[src/rtl/flash_wr_pkg.sv]
package flash_wr_pkg;

  typedef enum logic [1:0] {
    ST_IDLE = 2'd0,
    ST_CYC  = 2'd1,
    ST_HALT = 2'd2
  } wr_state_e;

  typedef struct packed {
    logic ce_n;
    logic we_n;
    logic le_n;
    logic oe_n;
    logic odis_n;
  } ctl_t;

  localparam int CTL_W = $bits(ctl_t);
  localparam logic [CTL_W-1:0] CTL_RST = 5'b11110;

endpackage

[src/rtl/flash_wr_sync.sv]
module flash_wr_sync #(
  parameter int W = 1,
  parameter int STAGES = 2,
  parameter logic [W-1:0] RST_VAL = '0
) (
  input  logic         clk,
  input  logic         rst_n,
  input  logic [W-1:0] d,
  output logic [W-1:0] q
);
  logic [W-1:0] stg [STAGES];

  for (genvar g = 0; g < STAGES; g++) begin : g_stage
    if (g == 0) begin : g_first
      always_ff @(posedge clk or negedge rst_n)
        if (!rst_n) stg[g] <= RST_VAL;
        else        stg[g] <= d;
    end else begin : g_next
      always_ff @(posedge clk or negedge rst_n)
        if (!rst_n) stg[g] <= RST_VAL;
        else        stg[g] <= stg[g-1];
    end
  end

  assign q = stg[STAGES-1];
endmodule

[src/rtl/flash_wr_ctl.sv]
module flash_wr_ctl
  import flash_wr_pkg::*;
#(
  parameter int ADDR_W = 19,
  parameter int DATA_W = 32
) (
  input  logic              clk,
  input  logic              rst_n,
  input  ctl_t              ctl_i,
  input  logic [ADDR_W-1:0] addr_i,
  input  logic [DATA_W-1:0] data_i,
  output logic              commit_o,
  output logic [ADDR_W-1:0] cm_addr_o,
  output logic [DATA_W-1:0] cm_data_o,
  output logic              abort_o
);
  wr_state_e st, st_nxt;
  ctl_t prv;
  logic held;
  logic [ADDR_W-1:0] held_addr;
  logic ce_r, we_r, le_r, guard_bad;
  logic cap_a, clr_a, commit_c, abort_c;

  assign ce_r = ctl_i.ce_n & ~prv.ce_n;
  assign we_r = ctl_i.we_n & ~prv.we_n;
  assign le_r = ctl_i.le_n & ~prv.le_n;
  assign guard_bad = ~ctl_i.oe_n | ctl_i.odis_n;

  always_comb begin
    st_nxt = st;
    cap_a = 1'b0;
    clr_a = 1'b0;
    commit_c = 1'b0;
    abort_c = 1'b0;
    unique case (st)
      ST_IDLE: begin
        if (!ctl_i.ce_n && (!ctl_i.we_n || !ctl_i.le_n)) begin
          if (guard_bad) begin
            abort_c = 1'b1;
            st_nxt = ST_HALT;
          end else begin
            st_nxt = ST_CYC;
          end
        end
      end
      ST_CYC: begin
        if (guard_bad) begin
          abort_c = 1'b1;
          clr_a = 1'b1;
          st_nxt = ST_HALT;
        end else begin
          if (!held && (ce_r || we_r || le_r)) cap_a = 1'b1;
          if ((ce_r || we_r) && !prv.ce_n && !prv.we_n) begin
            commit_c = 1'b1;
            clr_a = 1'b1;
            st_nxt = ST_IDLE;
          end else if (ce_r) begin
            clr_a = 1'b1;
            st_nxt = ST_IDLE;
          end
        end
      end
      ST_HALT: begin
        clr_a = 1'b1;
        if (ctl_i.ce_n && ctl_i.we_n && ctl_i.le_n) st_nxt = ST_IDLE;
      end
      default: st_nxt = ST_IDLE;
    endcase
  end

  always_ff @(posedge clk or negedge rst_n) begin
    if (!rst_n) begin
      st <= ST_IDLE;
      prv <= ctl_t'(CTL_RST);
      held <= 1'b0;
      held_addr <= '0;
      abort_o <= 1'b0;
    end else begin
      st <= st_nxt;
      prv <= ctl_i;
      abort_o <= abort_c;
      if (clr_a) begin
        held <= 1'b0;
      end else if (cap_a) begin
        held <= 1'b1;
        held_addr <= addr_i;
      end
    end
  end

  assign commit_o  = commit_c;
  assign cm_addr_o = held ? held_addr : addr_i;
  assign cm_data_o = data_i;


  commit_abort_excl_chk: assert property (@(posedge clk) disable iff (!rst_n)
    $onehot0({commit_c, abort_c}));


  commit_guard_chk: assert property (@(posedge clk) disable iff (!rst_n)
    commit_c |-> (prv.oe_n && !prv.odis_n));
endmodule

[src/rtl/flash_wr_evq.sv]
module flash_wr_evq #(
  parameter int ADDR_W = 19,
  parameter int DATA_W = 32
) (
  input  logic              clk,
  input  logic              rst_n,
  input  logic              commit_i,
  input  logic [ADDR_W-1:0] addr_i,
  input  logic [DATA_W-1:0] data_i,
  output logic              valid_o,
  input  logic              ready_i,
  output logic [ADDR_W-1:0] addr_o,
  output logic [DATA_W-1:0] data_o,
  output logic              drop_o
);
  logic busy;
  assign busy = valid_o && !ready_i;

  always_ff @(posedge clk or negedge rst_n) begin
    if (!rst_n) begin
      valid_o <= 1'b0;
      addr_o <= '0;
      data_o <= '0;
      drop_o <= 1'b0;
    end else begin
      drop_o <= commit_i && busy;
      if (commit_i && !busy) begin
        valid_o <= 1'b1;
        addr_o <= addr_i;
        data_o <= data_i;
      end else if (valid_o && ready_i) begin
        valid_o <= 1'b0;
      end
    end
  end


  evt_hold_chk: assert property (@(posedge clk) disable iff (!rst_n)
    (valid_o && !ready_i) |=> (valid_o && $stable(addr_o) && $stable(data_o)));


  evt_load_chk: assert property (@(posedge clk) disable iff (!rst_n)
    (commit_i && !busy) |=> (valid_o && addr_o == $past(addr_i) && data_o == $past(data_i)));


  drop_pending_chk: assert property (@(posedge clk) disable iff (!rst_n)
    drop_o |-> valid_o);
endmodule

[src/rtl/flash_wr_front.sv]
module flash_wr_front
  import flash_wr_pkg::*;
#(
  parameter int ADDR_W = 19,
  parameter int DATA_W = 32,
  parameter int SYNC_STAGES = 2
) (
  input  logic              clk,
  input  logic              rst_n,
  input  logic              ce_n_i,
  input  logic              we_n_i,
  input  logic              le_n_i,
  input  logic              oe_n_i,
  input  logic              odis_n_i,
  input  logic [ADDR_W-1:0] addr_i,
  input  logic [DATA_W-1:0] data_i,
  output logic              evt_valid_o,
  input  logic              evt_ready_i,
  output logic [ADDR_W-1:0] evt_addr_o,
  output logic [DATA_W-1:0] evt_data_o,
  output logic              abort_o,
  output logic              drop_o,
  output logic              dq_oe_o
);
  localparam int BUS_W = ADDR_W + DATA_W;

  logic [CTL_W-1:0] ctl_raw, ctl_q;
  logic [BUS_W-1:0] bus_q;
  ctl_t ctl_s;
  logic commit;
  logic [ADDR_W-1:0] cm_addr;
  logic [DATA_W-1:0] cm_data;

  assign ctl_raw = {ce_n_i, we_n_i, le_n_i, oe_n_i, odis_n_i};

  flash_wr_sync #(.W(CTL_W), .STAGES(SYNC_STAGES), .RST_VAL(CTL_RST)) i_ctl_sync (
    .clk(clk), .rst_n(rst_n), .d(ctl_raw), .q(ctl_q));

  flash_wr_sync #(.W(BUS_W), .STAGES(SYNC_STAGES), .RST_VAL('0)) i_bus_dly (
    .clk(clk), .rst_n(rst_n), .d({addr_i, data_i}), .q(bus_q));

  assign ctl_s = ctl_t'(ctl_q);

  flash_wr_ctl #(.ADDR_W(ADDR_W), .DATA_W(DATA_W)) i_ctl (
    .clk(clk), .rst_n(rst_n), .ctl_i(ctl_s),
    .addr_i(bus_q[BUS_W-1:DATA_W]), .data_i(bus_q[DATA_W-1:0]),
    .commit_o(commit), .cm_addr_o(cm_addr), .cm_data_o(cm_data),
    .abort_o(abort_o));

  flash_wr_evq #(.ADDR_W(ADDR_W), .DATA_W(DATA_W)) i_evq (
    .clk(clk), .rst_n(rst_n), .commit_i(commit),
    .addr_i(cm_addr), .data_i(cm_data),
    .valid_o(evt_valid_o), .ready_i(evt_ready_i),
    .addr_o(evt_addr_o), .data_o(evt_data_o), .drop_o(drop_o));

  assign dq_oe_o = ~ctl_s.oe_n & ctl_s.odis_n;


  abort_no_event_chk: assert property (@(posedge clk) disable iff (!rst_n)
    abort_o |-> !drop_o);
endmodule

[config.mk]
export PLATFORM = sky130hd
export DESIGN_NAME = flash_wr_front
export DESIGN_NICKNAME = d
export VERILOG_FILES = /design/src/rtl/flash_wr_pkg.sv /design/src/rtl/flash_wr_sync.sv /design/src/rtl/flash_wr_ctl.sv /design/src/rtl/flash_wr_evq.sv /design/src/rtl/flash_wr_front.sv
export SDC_FILE = /design/constraint.sdc
export NUM_CORES = 1
export LEC_CHECK = 0
export BUFFER_PORTS_ARGS = -buffer_cell sky130_fd_sc_hd__buf_2
export CAP_MARGIN = 0
export CORE_UTILIZATION = 51
export DETAILED_ROUTE_END_ITERATION = 10
export PLACE_DENSITY = 0.77
export SLEW_MARGIN = 40
export SYNTH_ARGS = -nofsm -noshare
export SYNTH_HDL_FRONTEND = slang
export SYNTH_HIERARCHICAL = 1
export SYNTH_SLANG_ARGS = --single-unit
[constraint.sdc]
create_clock -name clk -period 6.9 [get_ports clk]
set_input_delay 0.345 -clock clk [delete_from_list [all_inputs] [get_ports clk]]
set_output_delay 0.345 -clock clk [all_outputs]
set_load 0.02 [all_outputs]
==> summary.txt, run 1 <==
Worst hold path
  • Worst hold endpoint: i_bus_dly/stg[98]
  • HP Start: addr_i[15]
  • Worst Hold Depth: 1
  • HP Class: in -> reg

Worst setup path
  • Worst EP required: 7.21 ns
  • CP startpoint kind: flop
  • R2R Path End: i_evq/data_o[27]
  • FF-to-FF path depth: 6
  • CP arrival: 2.75 ns
  • Crit. End Element: flop
  • RR Startpoint: i_ctl/st[1]
  • Worst R2R Setup Slack: 4.46 ns
  • Setup crit start: i_ctl/st[1]
  • Critical path class: reg -> reg
  • CP max FO: 51

Placement
  • Port bufs: 113
  • Detailed Place HPWL: 6.04 mm
  • Worst slack at placement: 4.08 ns
  • RD Place Congestion: 0.707

Synthesis
  • Warnings from Yosys: 6
  • Syn Std Cell Area: 0.00702 mm²
  • Synth cell types: 29
  • Yosys reg bits: 191
  • Post-synth EDFFs: 0
  • Synth Net Count: 476
  • Top FF cell, synth: dfrtp_1
  • Syn_area_per_cell: 17.0 µm²
  • Synth async-reset ratio: 1.00
  • Sequential area share after synthesis: 0.683
  • Post-Synthesis Cells: 414

STA
  • Slew @ Worst Pin: 0.684 ns
  • Slew Limit Fails: 0
  • Final hold vios: 0
  • Fmax: 0.410 GHz
  • Setup WS post-layout: 4.46 ns
  • Slew margin rel.: 0.544
  • Clk_skew: 0.0106 ns
  • Final setup vio count: 0
  • Setup TNS after final layout: 0 ns
  • Tmin final: 2.44 ns
  • RSZ-0062 raised after global routing: false
  • Tcrit/Tclk final: 0.353

Clock tree
  • Htree depth: 4
  • Worst-path clk slew: 0.07 ns
  • Clk_lat worst skew: 0.43 ns
  • Setup Fix Bufs, Post-CTS: 0
  • CTS sink cnt: 191
  • Clock Path Buffers: 2
  • # hold bufs at CTS: 38
  • Clk root buf: clkbuf_16
  • Post-CTS resize count: 0
  • CTS tree: built
  • CTS Buf Count: 17

Routing
  • Final Routed Wirelength: 10.1 mm
  • Vias per cell: 4.58
  • Residual DRC: 0
  • Drt pass-1 iters: 4
  • Routed vias: 3,122
  • Routed Antenna Nets: 0
  • Post-DR wirelength/cell: 14.8 µm
  • First DRT Iteration DRCs: 92

Floorplan
  • Core box area: 0.0133 mm²
  • Die Y: 119 µm
  • Starting Density: 0.526
  • Die area: 0.0142 mm²
  • Die Width: 119 µm
  • # rows: 42
  • Io pins: 114

Global routing
  • GRT overflow: 0
  • Vias in the first global route: 3,347
  • Largest net degree at the start of global routing: 111
  • Initial antenna violation count: 0
  • Total track usage: 0.158
  • First-pass GRT wire length: 16.8 mm

Cells and area
  • Share of layout cells above drive strength 1: 0.511
  • Area grow syn2layout: 15.6%
  • Final net count: 554
  • ANT cells: 0
  • Fillers: 1,013

Pwr
  • Overall Power: 2970 µW
  • Leakage: 0.00413 µW
  • Peak supply drop: 0.000237 V
  • Power per Cell Area: 366 mW/mm²

Outcome
  • Status: complete, no violations

Job
  • Max Cap Viol: 0
[through the flow]
step,instances,hold WS (ns),instance area [µm²],util
final,681,0.0221,8120,0.608
after global routing,681,0.00143,8120,0.608
after CTS,679,0.0000316,8070,0.605
after detailed placement,609,0.335,7110,0.533
after global placement,609,0.332,7090,0.531
after floorplan,414,0.0494,7020,-
[area by class of cell]
cell class	count	area, µm²	share of cell area
clock inverters	15	159	0.0196
flip-flops and latches	191	4790	0.591
repair buffers	155	1010	0.125
well taps	176	220	0.0271
inverters	5	18.8	0.00231
clock buffers	17	425	0.0524
multi-input cells	122	1490	0.183
[synthesized netlist by cell type (2+ instances only)]
cell | n | area (µm²)
nor2_1 | 3 | 11.3
nand2_1 | 5 | 18.8
o21bai_1 | 2 | 15.0
mux2_2 | 39 | 439
dfrtp_1 | 180 | 4500
a21oi_1 | 2 | 10.0
buf_4 | 88 | 661
dfstp_2 | 11 | 289
mux2_4 | 50 | 751
inv_1 | 5 | 18.8
nor2b_4 | 2 | 27.5
buf_6 | 6 | 67.6
mux2i_1 | 2 | 20.0
ha_1 | 3 | 37.5
buf_1 | 2 | 7.51
[critical path, stage by stage, from the launching register on]
cell     delay (ns)
dfrtp_1        0.38
inv_1          0.10
ha_1           0.28
nand2_1        0.13
nor4_2         0.49
nand2_8        0.49
mux2_4         0.44
[cells by family after synthesis]
family                   after synthesis  share of synthesized area
multiplexers                          91                      0.172
adder cells (fa/ha/maj)                3                    0.00535
flip-flops                           191                      0.683
AND/OR/NAND/NOR                       18                     0.0176
buffers and inverters                101                      0.107
AO/OA/AOI/OAI                         10                     0.0144
[state kept, by name (all words and copies together) (netlist names)]
signal and flops:
i_bus_dly/q 51, i_bus_dly/stg 51, i_evq/drop_o 1, i_evq/addr_o 19
i_ctl/held_addr 19, i_ctl/abort_o 1, i_evq/data_o 32, i_ctl/held 1
i_ctl/st 2, i_ctl/prv 3, i_ctl_sync/stg 5, i_evq/valid_o 1
i_ctl_sync/q 5
[cells in the final DEF, fill, tap and decap left out, types with 3 or more instances in the layout]
cell	count
clkbuf_16	17
buf_2	112
dfrtp_1	179
dfstp_2	11
dlygate4sd3_1	39
nor2_1	3
nand2_1	5
ha_1	3
mux2_4	50
inv_6	5
clkinv_2	4
mux2_2	39
inv_1	5
[how the worst max path moves through the flow]
stage / endpoint / slack (ns) / cells after the start
floorplan: i_ctl/held_addr[10] / 4.69 / 6
global placement: i_evq/data_o[29] / 4.29 / 5
detailed placement: i_evq/data_o[27] / 4.08 / 6
CTS: i_evq/data_o[0] / 4.07 / 6
global route: i_evq/data_o[0] / 4.29 / 6
finish: i_evq/data_o[27] / 4.46 / 6
[where the power goes]
| part | switching [µW] | internal (µW) | leakage, µW |
|---|---|---|---|
| clock | 420 | 539 | 0.000287 |
| combinational | 272 | 310 | 0.00149 |
| sequential | 115 | 1310 | 0.00236 |
[metal layers]
layer | wire [µm] | track usage | up-vias | part of all wire
met5 | 0 | 0 | - | 0
met4 | 165 | 0.0703 | 0 | 0.016
met3 | 489 | 0.0541 | 13 | 0.048
met2 | 5080 | 0.254 | 77 | 0.50
met1 | 4350 | 0.195 | 1587 | 0.43
li1 | - | - | 1445 | -
Power figures use the tool's default switching activity.
==> inputs of run 2 (changes only) <==
clock period = 2.5 ns   (was 6.9 ns; I/O delays follow)
==> summary.txt, run 2 (synthesis results as in run 1) <==
STA
  • Final hold vios: 0
  • Tcrit/Tclk final: 0.851
  • Clk_skew: 0.00932 ns
  • Tmin final: 2.13 ns
  • Slew @ Worst Pin: 0.584 ns
  • RSZ-0062 raised after global routing: false
  • Slew Limit Fails: 0
  • Fmax: 0.470 GHz
  • Final setup vio count: 0
  • Slew margin rel.: 0.611
  • Setup TNS after final layout: 0 ns

Pwr
  • Leakage: 0.00425 µW
  • Comb pwr share: 0.201
  • Peak supply drop: 0.000613 V
  • Seq pwr share: 0.462
  • Sw Pwr: 2200 µW
  • Switching Share: 0.261
  • Power per Cell Area: 1010 mW/mm²
  • Overall Power: 8440 µW
  • Internal power: 6240 µW
  • Clock power frac: 0.338

Floorplan
  • Die Width: 119 µm
  • Io pins: 114
  • Die area: 0.0142 mm²
  • Die Y: 119 µm
  • Core box area: 0.0133 mm²
  • Starting Density: 0.526
  • # rows: 42

Cells and area
  • ANT cells: 0
  • Share of layout cells above drive strength 1: 0.491
  • Final net count: 578
  • Fillers: 947
  • Most frequent cells in the layout: 180 x dfrtp_1, 112 x buf_2, 58 x dlygate4sd3_1, 50 x mux2_4, 39 x mux2_2
  • Area grow syn2layout: 19.4%
  • Most common cell after layout, fill and taps aside: dfrtp_1

Worst setup path
  • Crit. End Element: flop
  • Critical path class: reg -> reg
  • CP startpoint kind: flop
  • CP bufs+invs: 3
  • Crit-path leading delay family: buffers and inverters
  • CP max stage cell: dfrtp_1
  • Setup crit start: i_ctl/st[1]
  • Slowest Stage Delay on Critical Path: 0.39 ns
  • RR Startpoint: i_ctl/st[1]
  • CP most frequent cell: buf_4
  • Critical-path cell list: inv_1, ha_1, nand2_1, nor4_1, buf_4, nand2_4, buf_4, mux2_4
  • Worst EP required: 2.81 ns
  • CP arrival: 2.43 ns
  • CP max FO: 28

Worst hold path
  • HP Class: in -> async

Routing
  • Final Routed Wirelength: 10.7 mm
  • Post-DR wirelength/cell: 15.2 µm
  • Residual DRC: 0
  • Routed vias: 3,236
  • Drt pass-1 iters: 4
  • Routed Antenna Nets: 0
  • Vias per cell: 4.59
  • First DRT Iteration DRCs: 99

Global routing
  • Largest net degree at the start of global routing: 76
  • Initial antenna violation count: 0
  • GRT overflow: 0
  • First-pass GRT wire length: 17.7 mm
  • Vias in the first global route: 3,571
  • Total track usage: 0.166

Outcome
  • Status: complete, no violations

Clock tree
  • Worst-path clk slew: 0.06 ns
  • CTS Buf Count: 17
  • Clock Path Buffers: 2
  • CTS tree: built
  • Htree depth: 4
  • Clk root buf: clkbuf_16
  • Post-CTS resize count: 0
  • Clk_lat worst skew: 0.43 ns
  • CTS sink cnt: 191

Job
  • Max Cap Viol: 0

Placement
  • RD Place Congestion: 0.685
  • Port bufs: 113
  • Detailed Place HPWL: 6.42 mm
-- run 2: cell types whose count changed in the layout (fill, tap and decap cells not counted), sizes merged --
cell / previous run / this run
buf: 116 / 120
bufinv: 2 / 4
clkbuf: 17 / 21
dlygate4sd3: 39 / 58
inv: 11 / 6
-- run 2: worst register-to-register path, cell delays in order (launching register included) --
cell and delay, ns:
dfrtp_1 0.39, inv_1 0.10, ha_1 0.27, nand2_1 0.11, nor4_1 0.26, buf_4 0.18, nand2_4 0.04, buf_4 0.29
mux2_4 0.38
-- run 2: metal layers --
layer  vias to the layer above  wire (µm)  track usage
met5                         -          0            0
met4                         0        184       0.0836
met3                        13        467       0.0469
met2                        82       5430        0.271
met1                      1659       4610        0.202
li1                       1482          -            -
-- run 2: path summary, 6_finish.rpt --
path | end | slack, ns | cells past startpoint
min reg2reg | i_bus_dly/q[33] | 0.35 | 0
max in group asynchronous | i_evq/data_o[4] | 1.48 | 3
max reg2reg | i_evq/data_o[11] | 0.37 | 8
min | i_bus_dly/q[18] | 0.29 | 2
max | i_evq/data_o[11] | 0.37 | 8
min in group clk | i_bus_dly/stg[90] | 0.33 | 2
-- run 2: through the flow --
step | instance area (µm²) | worst slack (ns) | util | hold slack (ns) | cells
2_1_floorplan | 7020 | 0.287 | - | -0.171 | 414
3_3_place_gp | 7160 | 0.466 | 0.537 | 0.182 | 615
3_5_place_dp | 7160 | 0.390 | 0.537 | 0.190 | 615
4_1_cts | 8390 | 0.369 | 0.628 | 0.299 | 705
5_1_grt | 8390 | 0.166 | 0.628 | 0.317 | 705
6_report | 8390 | 0.372 | 0.628 | 0.289 | 705
-- run 2: repair_timing --
item	in CTS	in global routing
setup buffers	0	0
endpoints found under the hold margin	119	0
hold buffers	58	0
-- run 2: layout make-up --
class	instances	area, µm²	share of cell area
inverter	5	18.8	0.00224
clock buffer	20	457	0.0545
multi-input combinational	122	1470	0.176
timing repair buffer	179	1240	0.148
tap	176	220	0.0263
sequential	191	4790	0.572
clock inverter	12	184	0.0219
-- run 2: power by group through the flow --
stage	Combinational (µW)	Clock, µW	Sequential, µW
finish	1690	2850	3900
detailed placement	1630	0	3950
CTS	1710	2910	3900
floorplan	911	0	4190
global route	1820	3030	3970
global placement	1580	0	3920
==> inputs of run 3 (changes only) <==
CELL_PAD_IN_SITES_DETAIL_PLACEMENT = 1   (was unset)
CELL_PAD_IN_SITES_GLOBAL_PLACEMENT = 1   (was unset)
CORE_UTILIZATION = 47   (was 51)
GPL_ROUTABILITY_DRIVEN = 0   (was unset)
PLACE_DENSITY = 0.83   (was 0.77)
==> summary.txt, run 3 (synthesis results as in run 1) <==
Outcome
  • Status: complete, no violations

Worst setup path
  • R2R Path End: i_evq/data_o[10]
  • Worst Setup EP: i_evq/data_o[10]
  • Crit. End Element: flop
  • Worst EP required: 2.81 ns
  • CP startpoint kind: flop
  • Slowest Stage Delay on Critical Path: 0.40 ns
  • Setup crit start: i_ctl/st[1]
  • CP arrival: 2.62 ns
  • CP max FO: 20
  • RR Startpoint: i_ctl/st[1]
  • Critical path class: reg -> reg
  • FF-to-FF path depth: 8
  • Critical-path cell list: inv_1, ha_1, nand2_1, nor4_1, buf_4, nand2_4, buf_4, mux2_4
  • Worst R2R Setup Slack: 0.19 ns
  • CP most frequent cell: buf_4
  • CP max stage cell: nor4_1

Routing
  • Routed Antenna Nets: 0
  • Final Routed Wirelength: 12.2 mm
  • Vias per cell: 4.65
  • Drt pass-1 iters: 4
  • Residual DRC: 0
  • Routed vias: 3,314
  • Post-DR wirelength/cell: 17.2 µm
  • First DRT Iteration DRCs: 106

Floorplan
  • Io pins: 114
  • Die Width: 124 µm
  • Die area: 0.0154 mm²
  • Core box area: 0.0145 mm²
  • Starting Density: 0.483
  • # rows: 44
  • Die Y: 124 µm

STA
  • Setup TNS after final layout: 0 ns
  • Clk_skew: 0.00847 ns
  • Slew @ Worst Pin: 0.608 ns
  • Fmax: 0.433 GHz
  • Slew margin rel.: 0.595
  • Slew Limit Fails: 0
  • RSZ-0062 raised after global routing: false
  • Tmin final: 2.31 ns
  • Final setup vio count: 0
  • Fin Hold WS: 0.309 ns
  • Final hold vios: 0
  • Tcrit/Tclk final: 0.924

Placement
  • Detailed Place HPWL: 7.23 mm
  • Port bufs: 113

Cells and area
  • Fillers: 1,340
  • Most frequent cells in the layout: 180 x dfrtp_1, 112 x buf_2, 58 x dlygate4sd3_1, 50 x mux2_4, 39 x mux2_2
  • ANT cells: 0
  • Most common cell after layout, fill and taps aside: dfrtp_1
  • Area grow syn2layout: 18.8%
  • Footprint of the multi-input gates: 0.00147 mm²
  • Register area: 0.00479 mm²
  • Final net count: 577
  • Share of layout cells above drive strength 1: 0.487

Global routing
  • GRT overflow: 0
  • First-pass GRT wire length: 20.8 mm
  • Vias in the first global route: 3,918
  • Largest net degree at the start of global routing: 76
  • Total track usage: 0.178
  • Initial antenna violation count: 0

Clock tree
  • CTS sink cnt: 191
  • Htree depth: 4
  • CTS Buf Count: 17
  • Clock Path Buffers: 2
  • Clk_lat worst skew: 0.43 ns
  • CTS tree: built
  • Worst-path clk slew: 0.06 ns
  • Clk root buf: clkbuf_16

Pwr
  • Leakage: 0.00422 µW
  • Power per Cell Area: 992 mW/mm²
  • Peak supply drop: 0.000576 V

Worst hold path
  • HP Class: in -> async

Job
  • Max Cap Viol: 0
## run 3: cell types whose count changed in the layout (fill, tap and decap cells not counted), sizes merged
| cell | before | now |
|---|---|---|
| buf | 120 | 119 |
| bufinv | 4 | 2 |
| clkbuf | 21 | 23 |
| clkinv | 5 | 3 |
| clkinvlp | 2 | 4 |
## run 3: metal layers
metal / vias up / share of wire / track usage
met5: - / 0 / 0
met4: 0 / 0.016 / 0.0744
met3: 18 / 0.041 / 0.0496
met2: 85 / 0.55 / 0.313
met1: 1729 / 0.39 / 0.202
li1: 1482 / - / -
## run 3: critical path: cells and delay by family, from the launching register on
kind	cells	cell delay [ns]
flops	1	0.39
mux	1	0.35
simple gates	3	0.58
fa+ha+maj	1	0.30
buf+inv	3	0.57
## run 3: how the worst min path moves through the flow
stage,end,slack (ns),start,cells past startpoint
after global routing,i_bus_dly/stg[82],0.32,data_i[31],2
after detailed placement,i_bus_dly/stg[70],0.19,rst_n,1
after global placement,i_evq/data_o[21],0.19,rst_n,1
after CTS,i_bus_dly/stg[70],0.31,rst_n,2
final,i_bus_dly/stg[72],0.31,rst_n,2
after floorplan,i_bus_dly/q[0],-0.17,rst_n,0
## run 3: through the flow
| stage | cells | util | worst slack (ns) | power [µW] | instance area, µm² |
|---|---|---|---|---|---|
| 5_1_grt | 712 | 0.574 | 0.0732 | 8680 | 8340 |
| 2_1_floorplan | 414 | - | 0.287 | 5100 | 7020 |
| 3_5_place_dp | 622 | 0.494 | 0.169 | 5620 | 7180 |
| 4_1_cts | 712 | 0.574 | 0.144 | 8380 | 8340 |
| 6_report | 712 | 0.574 | 0.190 | 8270 | 8340 |
| 3_3_place_gp | 622 | 0.494 | 0.350 | 5500 | 7180 |
## run 3: where the power goes
part / total (µW) / internal [µW] / switching, µW
registers: 3930 / 3620 / 308
clock network: 2640 / 1520 / 1120
logic: 1700 / 885 / 818
## run 3: what timing repair did
action,4_1_cts,5_1_grt
endpoints found under the hold margin,120,0
gates resized for setup,0,0
hold buffers,58,0
buffers inserted,0,0
## run 3: area by class of cell
class                           instances  share of cell area
Sequential cell                       191               0.575
Multi-Input combinational cell        122               0.177
Timing Repair Buffer                  178               0.149
Clock buffer                           22              0.0557
Tap cell                              184              0.0276
Clock inverter                         10              0.0137
Inverter                                5             0.00225
